## src/rtl/sev_pkg.sv

```systemverilog
package sev_pkg;

    localparam int IDX_W  = 3;
    localparam int NUM_CH = 1 << IDX_W;
    localparam int MODE_W = 3;

    typedef enum logic [MODE_W-1:0] {
        CMP_OFF = 3'd0,
        CMP_LT  = 3'd1,
        CMP_GT  = 3'd2,
        CMP_EQ  = 3'd3,
        CMP_IN  = 3'd4,
        CMP_OUT = 3'd5
    } cmp_mode_e;

    typedef enum logic [1:0] {
        FLD_CTRL = 2'd0,
        FLD_LO   = 2'd1,
        FLD_HI   = 2'd2,
        FLD_NONE = 2'd3
    } cfg_fld_e;

    // control word layout: {index, source type, mode}
    typedef struct packed {
        logic [IDX_W-1:0] idx;
        logic             from_func;
        cmp_mode_e        mode;
    } slot_ctrl_t;

    localparam int CTRL_W = $bits(slot_ctrl_t);

    function automatic logic mode_active(cmp_mode_e m);
        return (m == CMP_LT) || (m == CMP_GT) || (m == CMP_EQ) ||
               (m == CMP_IN) || (m == CMP_OUT);
    endfunction

endpackage

```

## src/rtl/sev_src_sel.sv

```systemverilog
module sev_src_sel
    import sev_pkg::*;
#(
    parameter int DW = 16
) (
    input  logic [NUM_CH*DW-1:0] sens_flat,
    input  logic [NUM_CH*DW-1:0] func_flat,
    input  logic                 from_func,
    input  logic [IDX_W-1:0]     idx,
    output logic signed [DW-1:0] value
);

    logic [DW-1:0] sens_pick;
    logic [DW-1:0] func_pick;

    always_comb begin
        sens_pick = sens_flat[idx*DW +: DW];
        func_pick = func_flat[idx*DW +: DW];
        value     = from_func ? signed'(func_pick) : signed'(sens_pick);
    end

endmodule

```

## src/rtl/sev_cond_eval.sv

```systemverilog
module sev_cond_eval
    import sev_pkg::*;
#(
    parameter int DW = 16
) (
    input  cmp_mode_e            mode,
    input  logic signed [DW-1:0] value,
    input  logic signed [DW-1:0] lo,
    input  logic signed [DW-1:0] hi,
    output logic                 hit
);

    logic below_lo;
    logic above_lo;
    logic above_hi;

    always_comb begin
        below_lo = value < lo;
        above_lo = value > lo;
        above_hi = value > hi;
        case (mode)
            CMP_LT:  hit = below_lo;
            CMP_GT:  hit = above_lo;
            CMP_EQ:  hit = (value == lo);
            CMP_IN:  hit = !below_lo && !above_hi;
            CMP_OUT: hit = below_lo || above_hi;
            default: hit = 1'b0;
        endcase
    end

endmodule

```

## src/rtl/sev_slot.sv

```systemverilog
module sev_slot
    import sev_pkg::*;
#(
    parameter int DW = 16
) (
    input  logic                 clk,
    input  logic                 rst,
    input  logic                 wr_en,
    input  cfg_fld_e             wr_fld,
    input  logic [DW-1:0]        wr_data,
    input  logic                 hit,
    input  logic                 clr,
    output slot_ctrl_t           ctrl,
    output logic signed [DW-1:0] lo,
    output logic signed [DW-1:0] hi,
    output logic                 armed,
    output logic                 pend,
    output logic                 active
);

    logic rise;

    always_comb begin
        rise   = hit && !armed;
        active = mode_active(ctrl.mode);
    end

    always_ff @(posedge clk) begin
        if (rst) begin
            ctrl  <= '{idx: '0, from_func: 1'b0, mode: CMP_OFF};
            lo    <= '0;
            hi    <= '0;
            armed <= 1'b0;
            pend  <= 1'b0;
        end else begin
            if (wr_en) begin
                case (wr_fld)
                    FLD_CTRL: ctrl <= slot_ctrl_t'(wr_data[CTRL_W-1:0]);
                    FLD_LO:   lo   <= signed'(wr_data);
                    FLD_HI:   hi   <= signed'(wr_data);
                    default:  ;
                endcase
            end
            armed <= hit;
            // clear first, then a new rise sets it again
            pend  <= (pend && !clr) || rise;
        end
    end

endmodule

```

## src/rtl/sev_irq_gen.sv

```systemverilog
module sev_irq_gen
    import sev_pkg::*;
#(
    parameter int NUM_SLOTS = 8,
    parameter int DW        = 16,
    localparam int SLOT_W   = (NUM_SLOTS > 1) ? $clog2(NUM_SLOTS) : 1
) (
    input  logic                  clk,
    input  logic                  rst,
    input  logic [NUM_CH*DW-1:0]  sens_vals,
    input  logic [NUM_CH*DW-1:0]  func_vals,
    input  logic                  cfg_we,
    input  logic [SLOT_W-1:0]     cfg_slot,
    input  logic [1:0]            cfg_sel,
    input  logic [DW-1:0]         cfg_wdata,
    input  logic                  ack_we,
    input  logic [NUM_SLOTS-1:0]  ack_mask,
    output logic [NUM_SLOTS-1:0]  pending,
    output logic                  irq
);

    logic [NUM_SLOTS-1:0] hit_vec;
    logic [NUM_SLOTS-1:0] armed_vec;
    logic [NUM_SLOTS-1:0] en_vec;
    cfg_fld_e             fld;

    assign fld = cfg_fld_e'(cfg_sel);

    for (genvar s = 0; s < NUM_SLOTS; s++) begin : g_slot
        slot_ctrl_t           ctrl;
        logic signed [DW-1:0] lo;
        logic signed [DW-1:0] hi;
        logic signed [DW-1:0] value;
        logic                 wr_en;
        logic                 clr;

        assign wr_en = cfg_we && (cfg_slot == SLOT_W'(s));
        assign clr   = ack_we && ack_mask[s];

        sev_src_sel #(.DW(DW)) u_src (
            .sens_flat (sens_vals),
            .func_flat (func_vals),
            .from_func (ctrl.from_func),
            .idx       (ctrl.idx),
            .value     (value)
        );

        sev_cond_eval #(.DW(DW)) u_eval (
            .mode  (ctrl.mode),
            .value (value),
            .lo    (lo),
            .hi    (hi),
            .hit   (hit_vec[s])
        );

        sev_slot #(.DW(DW)) u_slot (
            .clk     (clk),
            .rst     (rst),
            .wr_en   (wr_en),
            .wr_fld  (fld),
            .wr_data (cfg_wdata),
            .hit     (hit_vec[s]),
            .clr     (clr),
            .ctrl    (ctrl),
            .lo      (lo),
            .hi      (hi),
            .armed   (armed_vec[s]),
            .pend    (pending[s]),
            .active  (en_vec[s])
        );
    end

    assign irq = |(pending & en_vec);

endmodule

```

## config.mk

```make
export PLATFORM = sky130hd
export DESIGN_NAME = sev_irq_gen
export DESIGN_NICKNAME = d
export VERILOG_FILES = /design/src/rtl/sev_pkg.sv /design/src/rtl/sev_src_sel.sv /design/src/rtl/sev_cond_eval.sv /design/src/rtl/sev_slot.sv /design/src/rtl/sev_irq_gen.sv
export SDC_FILE = /design/constraint.sdc
export NUM_CORES = 1
export LEC_CHECK = 0
export BUFFER_PORTS_ARGS = -buffer_cell sky130_fd_sc_hd__buf_2
export CAP_MARGIN = 20
export CORE_MARGIN = 1
export CORE_UTILIZATION = 45
export CTS_CLUSTER_DIAMETER = 200
export DETAILED_ROUTE_END_ITERATION = 8
export PLACE_DENSITY = 0.69
export SYNTH_ARGS = -nofsm -noshare
export SYNTH_HDL_FRONTEND = slang
export SYNTH_SLANG_ARGS = --single-unit
```

## constraint.sdc

```tcl
create_clock -name clk -period 11.5 [get_ports clk]
set_input_delay 1.15 -clock clk [delete_from_list [all_inputs] [get_ports clk]]
set_output_delay 1.15 -clock clk [all_outputs]
set_load 0.02 [all_outputs]
```

==> results.yml <==
floorplan:
  start_util_pct: 45.4
  core.rowCount: 100
  coreArea_um2: 74300
  die_h_um: 276
  die_x_um: 276
  pin_count: 298
  die_area_um2: 76200
clock_tree:
  cts_tree: "yes"
  htreeDepth: 2
  cts_resized: 0
  cts_hold_buf: 0
  cts.sinks: 328
  numCtsBuffers: 40
  clockBufferDepth: 3
  path_clk_slew_ps: 60
  cts_root_buf: "clkbuf_16"
  postCtsSetupRepairBufs: 0
  clk_latency_ps: 600
grt:
  grt_overflow: 0
  grt_antenna_before_repair: 39
  grt_max_degree: 99
  grt_usage_pct: 35.0
  grt_pass1_vias: 28900
  grt_first_pass_wirelength_um: 194000
placed_design:
  dpl-instance-area_um2: 35800
  gp_congestion: 0.989
  dp_hpwl_um: 95300
  io_buffers: 297
  dpl.cell_count: 4282
timing:
  hold_violations: 0
  period_minus_slack_ps: 5110
  max_slew_margin_pct: 22.5
  final-setup-viol-count: 0
  post-route-period-util_pct: 44.4
  fin_skew_ps: 38.2
  rsz0062_at_grt: "no"
  fin_setup_tns_ps: 0
  drv_slew: 0
  worstMarginPinSlew_ps: 1160
  fmax_mhz: 196
outcome:
  status: "completed"
power_and_ir_drop:
  powerDensity_nw_per_um2: 86.6
  p_leak_nw: 11.8
  ir_worst_vdd_mv: 0.0964
setup_path:
  critPathSlowestCell: "dfxtp_4"
  critPathBufInv: 1
  cp.arrival_ps: 5590
  worstPathMaxFanout: 34
  required_ps: 11980
  cp-start-kind: "register"
  cpPeakStageDelay_ps: 780
  crit_family: "multiplexers"
  crit_chain: "buf_4 > mux4_2 > mux4_2 > ha_1 > a21oi_1 > o21ai_0 > o2bb2ai_1 > or4_1 > mux2i_1 > nor4b_1 > o311a_1 > a32o_1"
  crit_top_cell: "mux4_2"
  end_kind: "register"
  critPathKind: "reg2reg"
yosys:
  synth_top_area_share_pct: 42.7
  synth-edff-count: 0
  syn_avg_cell_area_um2: 10.4
  async_flop_share_pct: 0
  synthFlopType: "dfxtp_1"
  synth_nets: 3779
  synthTopCellsByArea: "mux4_2, dfxtp_1, ha_1"
  ys_ff_latch: 328
  synthDistinctLibCells: 67
  synth_area_leader_cell: "mux4_2"
  synth_cells: 3234
  seq_area_frac_synth_pct: 19.4
  yosys_warnings: 0
  synth_area_um2: 33800
final_layout:
  final_nets: 3902
  most-common-layout-cells: "mux4_2, nand2_1, a21oi_1"
  final_util_pct: 50.3
  area_delta_synth_final_pct: 10.7
  final_common_cell: "mux4_2"
  fin_cells: 4381
  final_area_um2: 37400
  drive_gt1_share_pct: 32.1
detailed_routing:
  via_per_inst: 6.96
  drcViolationCount: 0
  first_pass_iters: 7
  postRouteAntennaNets: 0
  routed_wl_um: 134000
  wire_per_inst_um: 30.5
  drtIter0Drc: 4118
  vias: 30500
worst_hold_path:
  hp-class: "reg2reg"
job:
  maxCapViolations: 0
[where the power goes]
group / total, mW / leakage [nW] / switching (mW) / internal [mW]
clock: 1.37 / 0.698 / 0.553 / 0.815
combinational: 0.714 / 8.42 / 0.411 / 0.303
sequential: 1.15 / 2.66 / 0.0117 / 1.14
total: 3.24 / 11.8 / 0.976 / 2.26
[sequential cells by signal, indices dropped and copies added, names as in the netlist]
signal               cells
g_slot.u_slot.hi       128
g_slot.u_slot.lo       128
g_slot.u_slot.ctrl      56
g_slot.u_slot.armed      8
g_slot.u_slot.pend       8
[cell families (layout without fill, tap and decap cells)]
family                     count (synthesis)  count (layout)  share of synthesized area, %
muxes                                    693             693                          44.2
adders and majority gates                256             256                          9.48
other                                      0              24                             0
DFF                                      328             328                          19.4
AOI/OAI and AO/OA                        522             522                          8.88
buffers and inverters                    533             687                          6.16
and+or+nand+nor                          902             902                          11.8
[layer usage]
layer | up-vias | wire, um | track usage [%]
li1 | 12700 | - | -
met1 | 14700 | 45500 | 43.1
met2 | 2495 | 57800 | 51.5
met3 | 549 | 20600 | 14.5
met4 | 32 | 9490 | 20.9
met5 | - | 325 | 0
[Yosys cell counts, drive strengths merged (12+ instances only)]
cell and count:
nor3 17, inv 268, o211ai 13, nand4 49
o21ai 33, a21oi 363, a21o 29, nand2 603
dfxtp 328, mux2i 52, ha 256, nand2b 16
buf 60, nand3 32, nor4 12, nor2 89
clkbuf 204, nor2b 29, mux4 640
[worst paths after layout]
kind / cells after the start / slack, ps / to / startpoint
hold / removal: 1 / 440 / g_slot[2].u_slot.pend / g_slot[2].u_slot.armed
hold reg to reg: 1 / 440 / g_slot[2].u_slot.pend / g_slot[2].u_slot.armed
setup / recovery: 12 / 6390 / g_slot[4].u_slot.pend / g_slot[4].u_slot.ctrl[3]
setup reg to reg: 12 / 6390 / g_slot[4].u_slot.pend / g_slot[4].u_slot.ctrl[3]
[metrics by stage]
step	setup slack [ps]	hold slack [ps]	total power [mW]
floorplan	7300	397	1.57
global placement	6430	410	1.85
detailed placement	6410	426	1.87
CTS	6390	434	3.22
global route	6160	445	3.32
finish	6390	440	3.24
[final cells by class]
cell class | count | area [um2]
tap | 969 | 1210
multi-input combinational | 2373 | 25100
timing repair buffer | 345 | 1910
clock buffer | 62 | 1240
inverter | 269 | 1010
clock inverter | 11 | 185
antenna | 24 | 60.1
sequential | 328 | 6630
fill | 6661 | 36900
Power figures use the tool's default switching activity.
